**src/rtl/qrss_pkg.sv**
```systemverilog
package qrss_pkg;

    typedef enum logic [1:0] {
        AMI_OFF      = 2'd0,
        AMI_LAST_POS = 2'd1,
        AMI_LAST_NEG = 2'd2
    } ami_state_e;

    localparam logic [1:0] PAT_SEL_QRSS = 2'b10;

endpackage

```
**src/rtl/qrss_edge_sync.sv**
```systemverilog
module qrss_edge_sync (
    input  logic clk,
    input  logic rst_n,
    input  logic async_in,
    output logic pulse
);

    logic meta_q;
    logic sync_q;
    logic prev_q;

    always_ff @(posedge clk or negedge rst_n) begin
        if (!rst_n) begin
            meta_q <= 1'b0;
            sync_q <= 1'b0;
            prev_q <= 1'b0;
        end else begin
            meta_q <= async_in;
            sync_q <= meta_q;
            prev_q <= sync_q;
        end
    end

    assign pulse = sync_q & ~prev_q;

    // one request edge gives a single-cycle event
    a_r5_single_pulse: assert property (@(posedge clk) disable iff (!rst_n)
        pulse |=> !pulse);

endmodule

```
**src/rtl/qrss_lfsr.sv**
```systemverilog
module qrss_lfsr #(
    parameter int T1_LEN = 20,
    parameter int T1_TAP = 17,
    parameter int E1_LEN = 15,
    parameter int E1_TAP = 14
) (
    input  logic clk,
    input  logic rst_n,
    input  logic en,
    input  logic e1,
    output logic raw_bit
);

    localparam int W = (T1_LEN > E1_LEN) ? T1_LEN : E1_LEN;
    localparam logic [W-1:0] T1_MASK = {W{1'b1}} >> (W - T1_LEN);
    localparam logic [W-1:0] E1_MASK = {W{1'b1}} >> (W - E1_LEN);

    logic [W-1:0] st_q;
    logic         fb;

    always_comb begin
        if (e1) begin
            raw_bit = st_q[E1_LEN-1];
            fb      = st_q[E1_LEN-1] ^ st_q[E1_TAP-1];
        end else begin
            raw_bit = st_q[T1_LEN-1];
            fb      = st_q[T1_LEN-1] ^ st_q[T1_TAP-1];
        end
    end

    always_ff @(posedge clk or negedge rst_n) begin
        if (!rst_n) begin
            st_q <= '1;
        end else if (!en) begin
            st_q <= '1;
        end else begin
            st_q <= {st_q[W-2:0], fb};
        end
    end

    // the active stages never collapse to all zeros
    a_r10_no_lockup_t1: assert property (@(posedge clk) disable iff (!rst_n)
        !e1 |-> ((st_q & T1_MASK) != '0));
    a_r10_no_lockup_e1: assert property (@(posedge clk) disable iff (!rst_n)
        e1 |-> ((st_q & E1_MASK) != '0));

endmodule

```
**src/rtl/qrss_shaper.sv**
```systemverilog
module qrss_shaper #(
    parameter int ZERO_MAX = 14
) (
    input  logic clk,
    input  logic rst_n,
    input  logic en,
    input  logic e1,
    input  logic raw_bit,
    input  logic err_pulse,
    output logic bit_out
);

    localparam int ZW = $clog2(ZERO_MAX + 1);

    logic [ZW-1:0] zcnt_q;
    logic          pend_q;
    logic          forced;
    logic          want_err;
    logic          apply_err;
    logic          base_bit;

    always_comb begin
        forced    = !e1 && (zcnt_q == ZW'(ZERO_MAX));
        base_bit  = e1 ? ~raw_bit : (forced | raw_bit);
        want_err  = pend_q | err_pulse;
        apply_err = want_err && !forced;
        bit_out   = base_bit ^ apply_err;
    end

    always_ff @(posedge clk or negedge rst_n) begin
        if (!rst_n) begin
            zcnt_q <= '0;
            pend_q <= 1'b0;
        end else if (!en) begin
            zcnt_q <= '0;
            pend_q <= 1'b0;
        end else begin
            pend_q <= want_err && forced;
            zcnt_q <= (e1 || bit_out) ? '0 : zcnt_q + ZW'(1);
        end
    end

    // the transmitted zero run never exceeds the cap
    a_r3_run_bound: assert property (@(posedge clk) disable iff (!rst_n)
        zcnt_q <= ZW'(ZERO_MAX));
    // a postponed error is spent on the very next bit
    a_r6_pend_one_bit: assert property (@(posedge clk) disable iff (!rst_n)
        pend_q |=> !pend_q);

endmodule

```
**src/rtl/qrss_ami.sv**
```systemverilog
module qrss_ami
    import qrss_pkg::*;
(
    input  logic clk,
    input  logic rst_n,
    input  logic en,
    input  logic bit_in,
    input  logic bpv_pulse,
    output logic line_pos,
    output logic line_neg
);

    ami_state_e state_q, state_d;
    logic       vpend_q, vpend_d;
    logic       prev_pos;
    logic       pos_sel;
    logic       want_v;
    logic       pos_d, neg_d;

    // next-state process
    always_comb begin
        unique case (state_q)
            AMI_OFF:      prev_pos = 1'b0;
            AMI_LAST_POS: prev_pos = 1'b1;
            AMI_LAST_NEG: prev_pos = 1'b0;
            default:      prev_pos = 1'b0;
        endcase
        want_v  = vpend_q | bpv_pulse;
        pos_sel = want_v ? prev_pos : !prev_pos;
        if (!en) begin
            state_d = AMI_OFF;
            vpend_d = 1'b0;
        end else if (bit_in) begin
            state_d = pos_sel ? AMI_LAST_POS : AMI_LAST_NEG;
            vpend_d = 1'b0;
        end else begin
            state_d = state_q;
            vpend_d = want_v;
        end
    end

    // output process
    always_comb begin
        pos_d = en && bit_in && pos_sel;
        neg_d = en && bit_in && !pos_sel;
    end

    always_ff @(posedge clk or negedge rst_n) begin
        if (!rst_n) begin
            state_q  <= AMI_OFF;
            vpend_q  <= 1'b0;
            line_pos <= 1'b0;
            line_neg <= 1'b0;
        end else begin
            state_q  <= state_d;
            vpend_q  <= vpend_d;
            line_pos <= pos_d;
            line_neg <= neg_d;
        end
    end

    // never both rails at once
    a_r7_one_rail: assert property (@(posedge clk) disable iff (!rst_n)
        !(line_pos && line_neg));
    // a positive pulse leaves the machine remembering a positive mark
    a_r7_pos_tracks: assert property (@(posedge clk) disable iff (!rst_n)
        line_pos |-> (state_q == AMI_LAST_POS));
    // the idle state never coincides with a pulse
    a_r1_off_quiet: assert property (@(posedge clk) disable iff (!rst_n)
        (state_q == AMI_OFF) |-> (!line_pos && !line_neg));

endmodule

```
**src/rtl/qrss_gen.sv**
```systemverilog
module qrss_gen
    import qrss_pkg::*;
#(
    parameter int T1_LEN   = 20,
    parameter int T1_TAP   = 17,
    parameter int E1_LEN   = 15,
    parameter int E1_TAP   = 14,
    parameter int ZERO_MAX = 14
) (
    input  logic       clk,
    input  logic       rst_n,
    input  logic       e1_mode,
    input  logic [1:0] pat_sel,
    input  logic       err_req_async,
    input  logic       bpv_req_async,
    output logic       line_pos,
    output logic       line_neg
);

    logic en;
    logic err_pulse;
    logic bpv_pulse;
    logic raw_bit;
    logic tx_bit;

    assign en = (pat_sel == PAT_SEL_QRSS);

    qrss_edge_sync u_err_sync (
        .clk      (clk),
        .rst_n    (rst_n),
        .async_in (err_req_async),
        .pulse    (err_pulse)
    );

    qrss_edge_sync u_bpv_sync (
        .clk      (clk),
        .rst_n    (rst_n),
        .async_in (bpv_req_async),
        .pulse    (bpv_pulse)
    );

    qrss_lfsr #(
        .T1_LEN (T1_LEN),
        .T1_TAP (T1_TAP),
        .E1_LEN (E1_LEN),
        .E1_TAP (E1_TAP)
    ) u_lfsr (
        .clk     (clk),
        .rst_n   (rst_n),
        .en      (en),
        .e1      (e1_mode),
        .raw_bit (raw_bit)
    );

    qrss_shaper #(
        .ZERO_MAX (ZERO_MAX)
    ) u_shaper (
        .clk       (clk),
        .rst_n     (rst_n),
        .en        (en),
        .e1        (e1_mode),
        .raw_bit   (raw_bit),
        .err_pulse (err_pulse),
        .bit_out   (tx_bit)
    );

    qrss_ami u_ami (
        .clk       (clk),
        .rst_n     (rst_n),
        .en        (en),
        .bit_in    (tx_bit),
        .bpv_pulse (bpv_pulse),
        .line_pos  (line_pos),
        .line_neg  (line_neg)
    );

    // disabled at an edge means silent rails after it
    a_r1_idle_when_off: assert property (@(posedge clk) disable iff (!rst_n)
        !en |=> (!line_pos && !line_neg));

endmodule

```
**config.mk**
```make
export PLATFORM = sky130hd
export DESIGN_NAME = qrss_gen
export DESIGN_NICKNAME = d
export VERILOG_FILES = /design/src/rtl/qrss_pkg.sv /design/src/rtl/qrss_edge_sync.sv /design/src/rtl/qrss_lfsr.sv /design/src/rtl/qrss_shaper.sv /design/src/rtl/qrss_ami.sv /design/src/rtl/qrss_gen.sv
export SDC_FILE = /design/constraint.sdc
export NUM_CORES = 1
export LEC_CHECK = 0
export ABC_CLOCK_PERIOD_IN_PS = 2200
export BUFFER_PORTS_ARGS = -buffer_cell sky130_fd_sc_hd__buf_2
export CORE_ASPECT_RATIO = 1.2
export CORE_MARGIN = 2
export CORE_UTILIZATION = 50
export CTS_BUF_LIST = sky130_fd_sc_hd__clkbuf_8
export DETAILED_ROUTE_END_ITERATION = 16
export PLACE_DENSITY = 0.71
export SLEW_MARGIN = 20
export SYNTH_ARGS = -nofsm -noshare
export SYNTH_HDL_FRONTEND = slang
export SYNTH_SLANG_ARGS = --single-unit
export TNS_END_PERCENT = 20
```
**constraint.sdc**
```tcl
create_clock -name clk -period 2.2 [get_ports clk]
set_clock_uncertainty 0.15 [all_clocks]
set_input_delay 0.22 -clock clk [delete_from_list [all_inputs] [get_ports clk]]
set_output_delay 0.22 -clock clk [all_outputs]
set_load 0.01 [all_outputs]
```
Yosys cells after proc, flatten, opt, wreduce, memory -nomap -nowiden
Index checks and enable logic that the tools add are counted.
Widths: inputs -> output; s select.
{"block": "word_totals", "regBits": 36, "input_bits": 7, "word_cells": 54}
{"block": "op_classes", "addsub": 1, "eq_ne": 4, "mux": 14, "bitwise": 11, "reduce_logical": 11}
{"operator": "$mux 20", "count": 1}
{"operator": "$mux 1", "count": 8}
{"operator": "$mux 4", "count": 2}
{"operator": "$logic_and 1x1->1", "count": 6}
{"operator": "$mux 2", "count": 3}
{"operator": "$add 4x1->4 const B", "count": 1}
{"operator": "$eq 4x4->1 const B", "count": 1}
{"operator": "$logic_not 1->1", "count": 4}
{"operator": "$not 1->1", "count": 3}
{"operator": "$or 1x1->1", "count": 3}
{"operator": "$xor 1x1->1", "count": 3}
{"operator": "$and 1x1->1", "count": 2}
{"operator": "$eq 2x1->1 const B", "count": 1}
{"operator": "$eq 2x2->1 const B", "count": 1}
{"operator": "$ne 2x2->1 const B", "count": 1}
{"operator": "$logic_or 1x1->1", "count": 1}

Logic depth before layout (Yosys ltp)
{"block": "depth", "ltp_word": 8, "depth_mapped": 6, "mapped_depth_nobuf": 6}

Cells and area by module
From an unflattened synthesis, not the netlist that was laid out.
{"block": "hier_totals", "hier_cells": 99, "area_unflattened_um2": 1401.3}
{"mod": "qrss_lfsr", "instances": 1, "cells_each": 47, "area_each_um2": 710.7, "seq_area_each_um2": 525.5}
{"mod": "qrss_shaper", "instances": 1, "cells_each": 23, "area_each_um2": 254.0, "seq_area_each_um2": 125.1}
{"mod": "qrss_ami", "instances": 1, "cells_each": 20, "area_each_um2": 245.2, "seq_area_each_um2": 125.1}
{"mod": "qrss_edge_sync", "instances": 2, "cells_each": 4, "area_each_um2": 88.8, "seq_area_each_um2": 75.1}
{"mod": "qrss_gen", "instances": 1, "cells_each": 1, "area_each_um2": 13.8, "seq_area_each_um2": 0.0}

Least setup slack after synthesis
No wires, ideal clock.
{"block": "synth_path", "path_type": "reg2reg", "startpoint": "reg u_lfsr.st_q[14]", "endpoint": "reg u_ami.state_q[1]", "t_arrival_ns": 1.335, "required_time_ns": 1.930, "setup_slack_ns": 0.595, "stages_incl_launch_ff": 5, "period_less_slack_ns": 1.605, "path_cell_list": "dfstp_2 -> nand2_1 -> a211o_1 -> a21o_1 -> a31o_2"}
{"block": "synth_between", "elab_chain_cells": 5, "word_cells_on_any_way": 6, "classes_between": "eq/ne (1); mux (2); bitwise (3)"}
{"element": "start, declared", "line_no": "qrss_lfsr.sv:18", "source": "logic [W-1:0] st_q;"}
{"element": "start signal, assigned", "line_no": "qrss_lfsr.sv:37", "source": "st_q <= {st_q[W-2:0], fb};"}
{"element": "$mux 1 (*)", "line_no": "qrss_lfsr.sv:22", "source": "if (e1) begin"}
{"element": "$or 1x1->1 or $not 1->1 (tied branches)", "line_no": "qrss_shaper.sv:24", "source": "base_bit = e1 ? ~raw_bit : (forced | raw_bit);"}
{"element": "$mux 1 (*)", "line_no": "qrss_shaper.sv:24"}
{"element": "$xor 1x1->1 (*)", "line_no": "qrss_shaper.sv:27", "source": "bit_out = base_bit ^ apply_err;"}
{"element": "$ne 2x2->1 (no line) (*)"}
{"element": "end signal, assigned", "line_no": "qrss_ami.sv:55", "source": "state_q <= state_d;"}
{"element": "end, declared", "line_no": "qrss_ami.sv:13", "source": "ami_state_e state_q, state_d;"}
Mark *: on every way between the ends. The rest lies on a longest branch, timed or not.
A chain may end at the register's enable or synchronous reset.

Worst setup path in the final report
Same ends and word-level chain as after synthesis.

==> metrics.md <==
| Metric | Value |
|---|---|
| Setup TNS | 0 ps |
| Met1 Use GR | 0.164 |
| Die Ht | 60.3 um |
| RSZ-0062 raised after global routing | no |
| Die area | 3070 sq um |
| Top cells by area, synth | dfstp_2 (40%), dfrtp_1 (30%), nand2b_1 (9.5%) |
| Layout net count | 126 |
| Residual DRC count | 0 |
| Area Growth Syn to Fin | 16.7% |
| Max Fclk | 594 MHz |
| Total power | 1.29 mW |
| Syn_area_per_cell | 13.2 sq um |
| Average vias per placed instance | 4.95 |
| Starting density of the core | 0.523 |
| Critical Path End | u_ami.state_q[1] |
| IO buf count | 8 |
| Layout cell share with drive strength beyond 1 | 0.331 |
| H-tree depth | 2 |
| DRT iter0 DRCs | 8 |
| Hold WS | 33.6 ps |
| Critical Path Source | u_lfsr.st_q[14] |
| Slew @ Worst Pin | 732 ps |
| Die width | 51.0 um |
| Core Area | 2530 sq um |
| R2r startpoint | u_lfsr.st_q[14] |
| Post-synth net total | 109 |
| Row Count | 20 |
| Synth cell types | 24 |
| Root Buffer | clkbuf_8 |
| Num CTS Buffers | 5 |
| Max cap viols | 0 |
| HP Class | in2reg |
| Vias in the first global route | 779 |
| Largest net degree at the start of global routing | 37 |
| Gr usage total | 0.159 |
| DP Wirelength | 1240 um |
| Area leader, netlist | dfstp_2 |
| Non-filler instance count after layout | 151 |
| Total Wirelength | 1860 um |
| Hold Vio Cnt, Final | 0 |
| Worst r2r dst | u_ami.state_q[1] |
| Cell count after synthesis | 100 |
| GRT overflow | 0 |
| Post-synth top area share | 0.397 |
| Leak Pwr | 0.647 nW |
| First-pass GRT wire length | 3270 um |
| GPL Wtd Cong | 0.783 |
| Tmin final | 1680 ps |
| Worst-Skew Late Latency | 280 ps |
| Dpl cells | 140 |
| FF-to-FF path depth | 4 |
| CTS Buffer Depth | 2 |
| Peak supply drop | 0.678 mV |
| Util after Layout | 0.611 |
| Final period util | 0.765 |
| Critical Path Fanout Max | 5 |
| Critical Path End Type | register |
| Sequential area share after synthesis | 0.700 |
| Final Max Tran Viols | 0 |
| Total number of vias | 748 |
| Worst path required time | 2220 ps |
| Initial antenna violation count | 0 |
| GR Util met3 | 0.0887 |
| Clock transition at path regs | 70 ps |
| Data arrival time of the critical path | 1710 ps |
| R2r setup slk | 520 ps |
| Post-CTS setup buffers | 0 |
| GRT busiest layer | met2 |
| Crit path kind | reg2reg |
| Ant diodes | 0 |
| Clock Sinks | 36 |
| Cell area after synthesis | 1320 sq um |
| Outcome | complete, no violations |
| Slew HR | 0.512 |
| GR Layer Usage met2 | 0.241 |
| Antenna Nets Post-Route | 0 |
| Setup violators final | 0 |
| First-pass DRT Iterations | 4 |
| Wire length per cell | 12.3 um |
| PwrDens | 838 nW/um^2 |
| Post-synthesis register bit count | 36 |
| # IOs | 9 |
| Startpoint types | register |
| Syn. warnings | 0 |
| TritonCTS clock tree | done |
| Fill count | 219 |
[placed cells by master, fill, tap and decap left out, drive strengths merged, types with 3 or more instances in the layout]
cell type,n
inv,3
xnor2,3
clkbuf,5
nor3,3
buf,9
dlygate4sd3,3
a211oi,3
dfrtp,16
dfstp,20
nor2,6
nand2,4
nor2b,3
nand2b,20
[what timing repair did]
| item | 4_1_cts | 5_1_grt |
|---|---|---|
| gates resized for setup | 0 | 0 |
| hold buffers | 3 | 0 |
| hold endpoints to repair | 18 | 0 |
[cell type report]
type	instances	area [sq um]	share of cell area
Timing Repair Buffer	12	77.6	0.0502
Sequential cell	36	926	0.600
Multi-Input combinational cell	60	382	0.247
Tap cell	33	41.3	0.0267
Clock buffer	5	68.8	0.0446
Clock inverter	3	41.3	0.0267
Inverter	2	7.51	0.00486
[registers in the layout (all words and copies together) (netlist names)]
register and count:
u_lfsr.st_q 20, u_shaper.zcnt_q 4, u_ami.state_q 2, u_ami.line_neg 1
u_ami.line_pos 1, u_ami.vpend_q 1, u_bpv_sync.meta_q 1, u_bpv_sync.prev_q 1
u_bpv_sync.sync_q 1, u_err_sync.meta_q 1, u_err_sync.prev_q 1, u_err_sync.sync_q 1
u_shaper.pend_q 1
[how the worst min path moves through the flow]
stage	startpoint	to	slack [ps]	cells after the start
final	e1_mode	u_shaper.pend_q	30	2
after global routing	e1_mode	u_shaper.pend_q	40	2
after CTS	e1_mode	u_shaper.pend_q	30	2
after detailed placement	rst_n	u_shaper.zcnt_q[0]	180	1
after global placement	rst_n	u_shaper.zcnt_q[0]	170	1
after floorplan	rst_n	u_ami.line_neg	-230	0
[power breakdown]
group | switching [mW] | leakage [nW] | internal (mW)
Clock | 0.221 | 0.0585 | 0.336
Combinational | 0.0367 | 0.170 | 0.0211
Sequential | 0.00355 | 0.419 | 0.676
Total | 0.262 | 0.647 | 1.03
[routing by layer]
layer | share of wire | wire length [um] | vias to the layer above
met1 | 0.43 | 792 | 368
met3 | 0.041 | 77 | 7
met2 | 0.49 | 908 | 12
met5 | 0 | 0 | -
met4 | 0.043 | 79 | 0
li1 | - | - | 361
[cell usage after synthesis]
cell,n
dfstp_2,20
nand2b_1,20
dfrtp_1,16
nor2_1,6
nand2_1,4
a211oi_1,3
nor2b_1,3
nor3_1,3
xnor2_1,3
clkbuf_1,2
ha_1,2
inv_1,2
nand3_1,2
o211ai_1,2
o21ai_0,2
xor2_1,2
a211o_1,1
a21o_1,1
a21oi_1,1
a31o_2,1
and3_2,1
nor3b_1,1
o21a_1,1
or2_1,1
[critical path: stages (launching register included)]
cell and delay (ps):
dfstp_2 550, nand2_1 70, a211o_1 330, a21o_1 230, a31o_2 250
[cells by family after synthesis]
family / Yosys count / synth area share
AO/OA/AOI/OAI: 12 / 0.0643
XOR/XNOR: 5 / 0.0331
adder cells (fa/ha/maj): 2 / 0.0189
buffers and inverters: 4 / 0.0114
flip-flops: 36 / 0.700
AND/OR/NAND/NOR: 41 / 0.172
[stage by stage]
step	cell area (sq um)	setup slack, ps
final	1540	516
after global routing	1540	356
after CTS	1540	511
after detailed placement	1400	533
after global placement	1400	565
after floorplan	1320	595
Power figures use the tool's default switching activity.
